$ cat src/rtl/spi_cs_pkg.sv
package spi_cs_pkg;
  typedef enum logic [2:0] {
    ST_IDLE,
    ST_LEAD,
    ST_HIGH,
    ST_LOW,
    ST_TAIL,
    ST_END
  } spi_cs_state_e;
endpackage

$ cat src/rtl/spi_cs_phase.sv
module spi_cs_phase #(
  parameter int DIV_W = 8,
  localparam int CNT_W = DIV_W + 1
) (
  input  logic [DIV_W-1:0] div_i,
  output logic [CNT_W-1:0] lo_len_o,
  output logic [CNT_W-1:0] hi_len_o
);
  logic [CNT_W-1:0] div_ext;
  assign div_ext = {1'b0, div_i};

  // zero or odd divider: symmetric; even nonzero: low is div, high is div+2
  always_comb begin
    if (div_i[0] || div_i == '0) begin
      lo_len_o = div_ext + CNT_W'(1);
      hi_len_o = div_ext + CNT_W'(1);
    end else begin
      lo_len_o = div_ext;
      hi_len_o = div_ext + CNT_W'(2);
    end
  end
endmodule

$ cat src/rtl/spi_cs_shift.sv
module spi_cs_shift #(
  parameter int WORD_W = 8
) (
  input  logic              clk_i,
  input  logic              rst_ni,
  input  logic              load_i,
  input  logic [WORD_W-1:0] tx_word_i,
  input  logic              shift_i,
  input  logic              sample_i,
  input  logic              miso_i,
  output logic              mosi_o,
  output logic [WORD_W-1:0] rx_word_o
);
  logic [WORD_W-1:0] tx_q, rx_q;

  always_ff @(posedge clk_i or negedge rst_ni) begin
    if (!rst_ni) begin
      tx_q <= '0;
      rx_q <= '0;
    end else begin
      if (load_i)       tx_q <= tx_word_i;
      else if (shift_i) tx_q <= {tx_q[WORD_W-2:0], 1'b0};
      if (sample_i)     rx_q <= {rx_q[WORD_W-2:0], miso_i};
    end
  end

  assign mosi_o    = tx_q[WORD_W-1];
  assign rx_word_o = rx_q;
endmodule

$ cat src/rtl/spi_cs_ctrl.sv
module spi_cs_ctrl
  import spi_cs_pkg::*;
#(
  parameter int WORD_W = 8,
  parameter int DIV_W  = 8,
  localparam int CNT_W = DIV_W + 1,
  localparam int BIT_W = $clog2(WORD_W)
) (
  input  logic             clk_i,
  input  logic             rst_ni,
  input  logic             start_i,
  input  logic [CNT_W-1:0] lo_len_i,
  input  logic [CNT_W-1:0] hi_len_i,
  output logic             load_o,
  output logic             shift_o,
  output logic             sample_o,
  output logic             sclk_o,
  output logic             frame_o,
  output logic             oe_o,
  output logic             done_o
);
  spi_cs_state_e    state_q;
  logic [CNT_W-1:0] cnt_q, lo_q, hi_q;
  logic [BIT_W-1:0] bit_q;
  logic             lo_end, hi_end, last_bit;

  assign lo_end   = cnt_q == lo_q - CNT_W'(1);
  assign hi_end   = cnt_q == hi_q - CNT_W'(1);
  assign last_bit = bit_q == BIT_W'(WORD_W - 1);

  always_ff @(posedge clk_i or negedge rst_ni) begin
    if (!rst_ni) begin
      state_q <= ST_IDLE;
      cnt_q   <= '0;
      bit_q   <= '0;
      lo_q    <= '0;
      hi_q    <= '0;
    end else begin
      unique case (state_q)
        ST_IDLE: if (start_i) begin
          state_q <= ST_LEAD;
          cnt_q   <= '0;
          bit_q   <= '0;
          lo_q    <= lo_len_i;
          hi_q    <= hi_len_i;
        end
        ST_LEAD: if (lo_end) begin
          state_q <= ST_HIGH;
          cnt_q   <= '0;
        end else cnt_q <= cnt_q + CNT_W'(1);
        ST_HIGH: if (hi_end) begin
          cnt_q <= '0;
          if (last_bit) state_q <= ST_TAIL;
          else begin
            state_q <= ST_LOW;
            bit_q   <= bit_q + BIT_W'(1);
          end
        end else cnt_q <= cnt_q + CNT_W'(1);
        ST_LOW: if (lo_end) begin
          state_q <= ST_HIGH;
          cnt_q   <= '0;
        end else cnt_q <= cnt_q + CNT_W'(1);
        ST_TAIL: if (lo_end) state_q <= ST_END;
                 else cnt_q <= cnt_q + CNT_W'(1);
        ST_END:  state_q <= ST_IDLE;
        default: state_q <= ST_IDLE;
      endcase
    end
  end

  assign load_o   = state_q == ST_IDLE && start_i;
  assign sample_o = state_q == ST_HIGH && hi_end;
  assign shift_o  = state_q == ST_LOW && lo_end;
  assign sclk_o   = state_q == ST_HIGH;
  assign frame_o  = state_q != ST_IDLE;
  assign oe_o     = frame_o && state_q != ST_END;
  assign done_o   = state_q == ST_END;
endmodule

$ cat src/rtl/spi_cs_master.sv
module spi_cs_master #(
  parameter int WORD_W = 8,
  parameter int DIV_W  = 8
) (
  input  logic              clk_i,
  input  logic              rst_ni,
  input  logic              start_i,
  input  logic [DIV_W-1:0]  div_i,
  input  logic [WORD_W-1:0] tx_word_i,
  output logic [WORD_W-1:0] rx_word_o,
  output logic              done_o,
  output logic              busy_o,
  output logic              sclk_o,
  output logic              ss_no,
  output logic              mosi_o,
  output logic              mosi_oe_o,
  input  logic              miso_i
);
  localparam int CNT_W = DIV_W + 1;

  if (WORD_W < 8 || WORD_W > 32) begin : g_bad_width
    $error("WORD_W must be within 8..32");
  end

  logic [CNT_W-1:0] lo_len, hi_len;
  logic load, shift, sample, frame, oe, tx_bit;

  spi_cs_phase #(.DIV_W(DIV_W)) u_phase (
    .div_i    (div_i),
    .lo_len_o (lo_len),
    .hi_len_o (hi_len)
  );

  spi_cs_ctrl #(.WORD_W(WORD_W), .DIV_W(DIV_W)) u_ctrl (
    .clk_i    (clk_i),
    .rst_ni   (rst_ni),
    .start_i  (start_i),
    .lo_len_i (lo_len),
    .hi_len_i (hi_len),
    .load_o   (load),
    .shift_o  (shift),
    .sample_o (sample),
    .sclk_o   (sclk_o),
    .frame_o  (frame),
    .oe_o     (oe),
    .done_o   (done_o)
  );

  spi_cs_shift #(.WORD_W(WORD_W)) u_shift (
    .clk_i     (clk_i),
    .rst_ni    (rst_ni),
    .load_i    (load),
    .tx_word_i (tx_word_i),
    .shift_i   (shift),
    .sample_i  (sample),
    .miso_i    (miso_i),
    .mosi_o    (tx_bit),
    .rx_word_o (rx_word_o)
  );

  // internal frame is active high; pin is active low
  assign ss_no     = ~frame;
  assign busy_o    = frame;
  assign mosi_oe_o = oe;
  assign mosi_o    = oe & tx_bit;
endmodule

$ cat config.mk
export PLATFORM = sky130hd
export DESIGN_NAME = spi_cs_master
export DESIGN_NICKNAME = d
export VERILOG_FILES = /design/src/rtl/spi_cs_pkg.sv /design/src/rtl/spi_cs_phase.sv /design/src/rtl/spi_cs_shift.sv /design/src/rtl/spi_cs_ctrl.sv /design/src/rtl/spi_cs_master.sv
export SDC_FILE = /design/constraint.sdc
export NUM_CORES = 1
export LEC_CHECK = 0
export BUFFER_PORTS_ARGS = -buffer_cell sky130_fd_sc_hd__buf_2
export CORE_MARGIN = 4
export CORE_UTILIZATION = 46
export DETAILED_ROUTE_END_ITERATION = 8
export GPL_TIMING_DRIVEN = 0
export PLACE_DENSITY_LB_ADDON = 0.08
export SYNTH_ARGS = -nofsm -noshare
export SYNTH_HDL_FRONTEND = slang
export SYNTH_SLANG_ARGS = --single-unit
$ cat constraint.sdc
create_clock -name clk_i -period 3.5 [get_ports clk_i]
set_clock_uncertainty 0.15 [all_clocks]
set_input_delay 0.175 -clock clk_i [delete_from_list [all_inputs] [get_ports clk_i]]
set_output_delay 0.175 -clock clk_i [all_outputs]
set_load 0.005 [all_outputs]
* Yosys cells after proc, flatten, opt, wreduce, memory -nomap -nowiden *
Index checks and enable logic that the tools add are counted.

storage, ports and cells
  bits in read-only memories = 0
  bits of input ports = 20
  bits in latches = 0
  output and inout bits = 14
  bits in writable memories = 0
  memories = 0
  bits in registers = 49

cells by class
  multiplexer cells = 19
  reduce and logical (&&, ||, !) cells = 16
  add/subtract/negate cells = 6
  $lt $le $gt $ge = 0
  bitwise operators = 2
  $mul = 0
  eq/ne operators = 15
  shift-type cells = 0
  divide/modulo/power cells = 0

operators by type and width
  operator             count
  $mux 9               6
  $pmux 9 s4           1
  $mux 3               8
  $eq 9x9->1           2
  $sub 9x1->9 const B  2
  $mux 8               2
  $pmux 3 s4           1
  $add 8x1->9 const B  1
  $add 8x2->9 const B  1
  $add 9x1->9 const B  1
  $eq 3x3->1 const B   3
  $logic_not 8->1      1
  $reduce_and 4->1     2
  $eq 3x2->1 const B   2
  $ne 2x1->1 const B   3
  $ne 2x2->1 const B   3
  $pmux 3 s2           1
  $logic_and 1x1->1    4
  $reduce_bool 2->1    2
  $reduce_bool 4->1    1
  $add 3x1->3 const B  1
  $eq 3x1->1 const B   1
  $logic_not 3->1      1
  $ne 3x3->1 const B   1
  other kinds (7)      7

* Depth between registers and ports, before layout *
Gate-level depths: netlist of run 1.

  word-level depth = 5
  depth in mapped cells = 11

* Cells and area by module *
A second synthesis of run 1 with hierarchy kept.

unflattened totals
  cell total of the unflattened synthesis = 362
  area, all modules = 3438.3 um2

modules (own cells, without submodules)
  module         sequential area each (um2)  cells each  times used  area an instance (um2)
  spi_cs_ctrl    825.8                       253         1           2323.5
  spi_cs_shift   400.4                       51          1           700.7
  spi_cs_phase   0.0                         56          1           404.1
  spi_cs_master  0.0                         2           1           10.0

* Worst setup path after synthesis of run 1 *
No wires, ideal clock.

  kind = reg-to-reg
  start = register u_ctrl.hi_q[0]
  end = register u_ctrl.cnt_q[8]
  setup slack = 0.777 ns
  path buffers = 2
  stages on the path, launching flop included = 12
  required time = 3.270 ns
  period minus slack after synthesis = 2.723 ns
  arrival time = 2.492 ns
  path through = dfrtp_1 buf_6 inv_1 ha_1 nor3b_1 a211oi_1 a221oi_1 a211oi_2 o22a_1 buf_6 or3_1 o211ai_2

on the way
  word-level cells in the longest chain between the ends = 4

ends and longest elaborated chain
  what                      line               text
  start: declaration        spi_cs_ctrl.sv:23  logic [CNT_W-1:0] cnt_q, lo_q, hi_q;
  start signal: assignment  spi_cs_ctrl.sv:45  hi_q <= hi_len_i;
  $sub 9x1->9               spi_cs_ctrl.sv:28  assign hi_end = cnt_q == hi_q - CNT_W'(1);
  $eq 9x9->1                spi_cs_ctrl.sv:28
  $mux 9                    spi_cs_ctrl.sv:51  ST_HIGH: if (hi_end) begin
  $pmux 9 s4                spi_cs_ctrl.sv:39  unique case (state_q)
  end signal: assignment    spi_cs_ctrl.sv:50  end else cnt_q <= cnt_q + CNT_W'(1);
  end signal: assignment    spi_cs_ctrl.sv:58  end else cnt_q <= cnt_q + CNT_W'(1);
  end signal: assignment    spi_cs_ctrl.sv:62  end else cnt_q <= cnt_q + CNT_W'(1);
  end: declaration          spi_cs_ctrl.sv:23

No other way between the ends.
A chain may end at the register's enable or synchronous reset.

==> results of run 1 <==
worst reg2reg max path: cells and delay by family (launching register included):
family,cells,cell delay [ns]
multiplexers,1,0.36
flip-flops,1,0.38
adder cells (fa/ha/maj),1,0.22
buffers and inverters,2,0.22
AO/OA/AOI/OAI,2,0.60
AND/OR/NAND/NOR,4,1.17
state kept, by name, summed over array words and instances, names as in the netlist:
register           flops
u_ctrl.cnt_q           9
u_ctrl.bit_q           3
u_ctrl.state_q         3
u_shift.tx_q           8
u_shift.rx_word_o      8
u_ctrl.lo_q            8
u_ctrl.hi_q            9
cells by family after synthesis:
family | Yosys count | synth area share (%)
and+or+nand+nor | 118 | 19.50
xor gates and xnor gates | 31 | 9.279
AOI/OAI and AO/OA | 69 | 15.22
adders and majority gates | 8 | 3.256
buffers and inverters | 33 | 4.599
DFF | 48 | 39.07
muxes | 25 | 9.076
report_power, final:
part           total (mW)  leakage [nW]  switching, mW  internal (mW)
registers           0.874         0.622          0.155          0.719
logic               0.933         0.901          0.492          0.441
clock network       0.363        0.0516          0.201          0.162
total                2.17          1.57          0.848           1.32
stage by stage:
step | power [mW] | setup slack [ns] | util, %
floorplan | 1.593 | 0.7774 | -
global route | 2.367 | 0.01585 | 53.67
CTS | 2.187 | 0.2419 | 53.67
finish | 2.170 | 0.2913 | 53.67
global placement | 1.794 | 0.3072 | 51.70
detailed placement | 1.821 | 0.2482 | 51.70
synth_stat cells, types with 8 or more instances:
cell type  instances  share of area [%]
mux2_2             8                2.9
o21ai_1           10                1.6
inv_1             13                1.6
ha_1               8                3.3
nand2_1           39                4.8
xnor2_1           16                4.6
dfrtp_1           48                 39
o21ai_0           14                2.3
mux2_1            15                5.5
clkbuf_1          16                2.0
nor3_1            10                1.6
nor2_1            19                2.3
xor2_1            14                4.0
a21oi_1            8                1.3
per-layer routing:
| metal | vias up | wire length (µm) | track usage, % | share of wire (%) |
|---|---|---|---|---|
| met4 | 0 | 63 | 4.087 | 0.95 |
| met5 | - | 0 | 0 | 0 |
| met3 | 5 | 193 | 3.172 | 2.9 |
| met1 | 1177 | 3250 | 22.97 | 49 |
| met2 | 33 | 3123 | 28.57 | 47 |
| li1 | 1263 | - | - | - |
final cells by class:
type	count	area share (%)
multi-input cells	251	50.24
flip-flops and latches	48	34.85
repair buffers	33	5.227
well taps	77	2.795
plain buffers	20	2.686
clock buffers	6	2.396
inverters	13	1.416
clock inverters	2	0.3993
cells in the final DEF, fill, tap and decap left out, types with 6 or more instances in the layout:
cell type  instances
nor2b_1            6
nand3_1            7
a21oi_1            8
mux2_1            15
a22o_1             6
o211ai_1           7
buf_2             32
o21ai_0           14
o21ai_1           10
nand2_1           39
mux2_2             8
nor3_1            10
ha_1               8
nor2_1            19
xnor2_1           16
dfrtp_1           48
clkbuf_1          16
xor2_1            14
clkbuf_8           6
inv_1             13
timing repair:
action / 4_1_cts / 5_1_grt
endpoints found under the setup margin: 0 / 0
endpoints found under the hold margin: 50 / 0
hold buffers: 3 / 0
worst paths after layout:
kind                                      start                   end  slack, ns  cells past startpoint
max in group asynchronous                rst_ni     u_ctrl.state_q[1]       2.10                      2
worst min register to register  u_shift.tx_q[2]       u_shift.tx_q[2]       0.34                      1
worst max register to register   u_ctrl.hi_q[0]       u_shift.tx_q[4]       0.29                     10
min in group asynchronous                rst_ni  u_shift.rx_word_o[1]       0.44                      2
worst max-delay path             u_ctrl.hi_q[0]       u_shift.tx_q[4]       0.29                     10
worst min-delay path                    start_i       u_shift.tx_q[0]       0.03                      3
==> reports/metrics.cfg, run 1 <==
[timing]
setup_tns_ns=0
post-route-min-period_ns=3.209
hold_violations=0
rsz0062_at_grt=false
hold_ws_ns=0.03267
setup_violations=0
slew_violations=0
min_period_over_period_pct=91.68
slew_headroom_pct=28.90
tightest_slew_ns=1.067
maxClockFrequency_mhz=311.7

[floorplanning]
rows=29
core-area_um2=6422
boundaryPins=34
die-height_um=89.75
initial_core_util_pct=47.87
die_width_um=89.75
die_area_um2=8055

[min_path]
min_path_type=primary input to flop

[yosys]
ys_dominant_reg_cell=dfrtp_1
syn_avg_cell_area_um2=9.260
synth.distinct_cells=51
synth_edf_count=0
yosysSeqAreaShare_pct=39.07
ys_warn_count=0
synth_area_um2=3074
synth_seq_cells=48
ys_async_sr_fraction_pct=100.0
syn_nets=360
syn-instance-count=332

[place]
dpl_cell_area_um2=3321
gp_congestion=0.8301
post-dp-hpwl_mm=4.873
placedCellCount=439
portBuffers=30

[cts]
htreeDepth=2
cts_resized=0
cts_tree=yes
cts-root-buf=clkbuf_8
path_clk_slew_ns=0.09
worst_skew_pair.late_latency_ns=0.31
cts_setup_buffers=0
cts_buffers=5
cts_num_sinks=48
clock_path_buffers=2

[finish]
nFillCells=594
final_cells=450
seqCellArea_um2=1201
insertedDiodeCount=0
area_growth_pct=12.13
design_area_um2=3447
layout-drive-gt1-share_pct=16.09
multi_input_area_um2=1732
final_nets=400

[run_status]
status=finished clean

[power]
ir_worst_vdd_v=0.0004006
p_leak_nw=1.574
power_density_nw_per_um2=629.6

[flow_run]
max_cap_violations=0

[route]
drt_iter0_markers=97
wl_mm=6.631
vias_per_cell=5.507
via_count=2478
drc=0
wire_per_inst_um=14.74
dr.pass1.iters=4
drtAntennaViolNets=0

[global_routing]
grt.total_usage_pct=17.07
overflow=0
grt_pass1_vias=2366
grt_max_degree=49
antenna_found_initial=0
grt_pass1_wl_mm=11.46

[worst_setup_path]
critPathMaxFanout=8
required_ns=3.55
cp.arrival_ns=3.26
cp.buffers_inverters=2
cpPeakStageDelay_ns=0.52
crit_slowest_cell=a211oi_2
cp-start-kind=flop
path_class=flop to flop
crit_family=simple AND/OR/NAND/NOR gates
path_cells=buf_6, inv_1, ha_1, nor3b_1, and2_1, a221oi_1, a211oi_2, nand4b_1, nand2_1, mux2_1
worst_setup_path_end_kind=flop

(Power assumes the default switching activity.)
==> inputs of run 2 (changes only) <==
--- a/config.mk
+++ b/config.mk
@@ -6,7 +6,8 @@
 export NUM_CORES = 1
 export LEC_CHECK = 0
 export BUFFER_PORTS_ARGS = -buffer_cell sky130_fd_sc_hd__buf_2
-export CORE_MARGIN = 4
+export CAP_MARGIN = 0
+export CORE_MARGIN = 2
 export CORE_UTILIZATION = 46
 export DETAILED_ROUTE_END_ITERATION = 8
 export GPL_TIMING_DRIVEN = 0
==> run 2 against run 1 <==
- sequential cell count unchanged
- clock-buffer cell count unchanged
- final area down 0.15%
- largest power group unchanged
- non-clock buffer count unchanged
- sequential power about the same
- sequential share of layout area up 0.051 points
- combinational power about the same
- core utilization down 0.078 points
==> reports/metrics.cfg, run 2 (same netlist as run 1, synthesis figures left out) <==
[route]
drt_iter0_markers=72
vias_per_cell=5.530
wire_per_inst_um=14.61
wl_mm=6.561
dr.pass1.iters=6
drc=0
drtAntennaViolNets=0
via_count=2483

[timing]
hold_violations=0
rsz0062_at_grt=false
tightest_slew_ns=1.058
setup_violations=0
maxClockFrequency_mhz=312.8
setup_tns_ns=0
slew_violations=0
min_period_over_period_pct=91.34
slew_headroom_pct=29.49
post-route-min-period_ns=3.197
hold_ws_ns=0.02738

[worst_setup_path]
rr_startpoint=u_ctrl.hi_q[0]
reg2reg_slack_ns=0.30
rr_endpoint=u_shift.tx_q[1]
cpPeakStageDelay_ns=0.51
path_class=flop to flop
path_cells=buf_6, inv_1, ha_1, nor3b_1, and2_1, a221oi_1, a211oi_2, nand4b_1, nand2_1, mux2_1
required_ns=3.54
cp.arrival_ns=3.23
cp-start-kind=flop
crit_slowest_cell=a211oi_2
reg2reg_depth=10
critPathMaxFanout=8
worst_setup_path_end_kind=flop

[cts]
cts_resized=0
cts_tree=yes
cts_setup_buffers=0
htreeDepth=2
cts_buffers=5
worst_skew_pair.late_latency_ns=0.30
clock_path_buffers=2
cts_num_sinks=48
postCtsHoldBufs=3
cts-root-buf=clkbuf_8
path_clk_slew_ns=0.09

[finish]
final_cell_mix=48 x dfrtp_1, 39 x nand2_1, 32 x buf_2, 19 x nor2_1
final_cells=449
final_common_cell=dfrtp_1
top_regs=u_ctrl.cnt_q (9), u_ctrl.hi_q (9)
nFillCells=592
final_nets=400
insertedDiodeCount=0
area_growth_pct=11.97
layout-drive-gt1-share_pct=15.86

[run_status]
status=finished clean

[floorplanning]
rows=29
die_area_um2=7353
boundaryPins=34
die_width_um=85.75
die-height_um=85.75
initial_core_util_pct=47.87
core-area_um2=6422

[global_routing]
grt_pass1_vias=2444
grt_pass1_wl_mm=11.39
overflow=0
grt.total_usage_pct=19.39
antenna_found_initial=0
grt_max_degree=49

[power]
ir_worst_vdd_v=0.0003235
p_leak_nw=1.570
power_density_nw_per_um2=626.9

[min_path]
hold_start=start_i
hold_depth=3
whs_endpoint=u_shift.tx_q[0]
min_path_type=primary input to flop

[flow_run]
max_cap_violations=0

[place]
gp_congestion=0.8550
portBuffers=30
post-dp-hpwl_mm=4.793
placedCellCount=439

## run 2: area by class of cell
class | count | area, µm² | share of cell area, %
sequential | 48 | 1201 | 34.90
clock buffer | 6 | 82.58 | 2.399
clock inverter | 1 | 8.758 | 0.2545
tap | 77 | 96.34 | 2.799
timing repair buffer | 33 | 180.2 | 5.234
multi-input combinational | 251 | 1732 | 50.31
buffer | 20 | 92.59 | 2.690
inverter | 13 | 48.80 | 1.418
## run 2: worst max-delay path by stage
stage / startpoint / endpoint / slack (ns) / cells after the start
detailed placement: u_ctrl.hi_q[0] / u_shift.tx_q[5] / 0.29 / 10
floorplan: u_ctrl.hi_q[0] / u_ctrl.cnt_q[8] / 0.78 / 11
global route: u_ctrl.hi_q[0] / u_shift.tx_q[4] / 0.05 / 10
global placement: u_ctrl.hi_q[0] / u_shift.tx_q[2] / 0.30 / 10
CTS: u_ctrl.hi_q[0] / u_shift.tx_q[5] / 0.27 / 10
finish: u_ctrl.hi_q[0] / u_shift.tx_q[1] / 0.30 / 10
## run 2: power breakdown
| part | switching, mW | internal [mW] |
|---|---|---|
| logic | 0.494 | 0.442 |
| registers | 0.156 | 0.719 |
| clock network | 0.188 | 0.158 |
## run 2: critical path, delay by kind of cell (launching register included)
family,cells,cell delay [ns]
buf+inv,2,0.22
simple gates,4,1.16
mux,1,0.36
fa+ha+maj,1,0.23
flops,1,0.38
compound gates,2,0.59
## run 2: routing by layer
layer,wire length (µm),vias up,part of all wire [%],track usage [%]
met3,163,5,2.5,3.465
met4,64,0,0.98,4.762
met5,0,-,0,0
li1,-,1268,-,-
met1,3208,1178,49,26.66
met2,3124,32,48,31.89
## run 2: stage by stage
step	power [mW]	utilization (%)	instance area [µm²]	setup slack, ns
6_report	2.158	53.59	3442	0.3031
5_1_grt	2.349	53.59	3442	0.04658
4_1_cts	2.175	53.59	3442	0.2659
3_5_place_dp	1.820	51.70	3321	0.2949
3_3_place_gp	1.794	51.70	3321	0.3020
2_1_floorplan	1.593	-	3074	0.7774
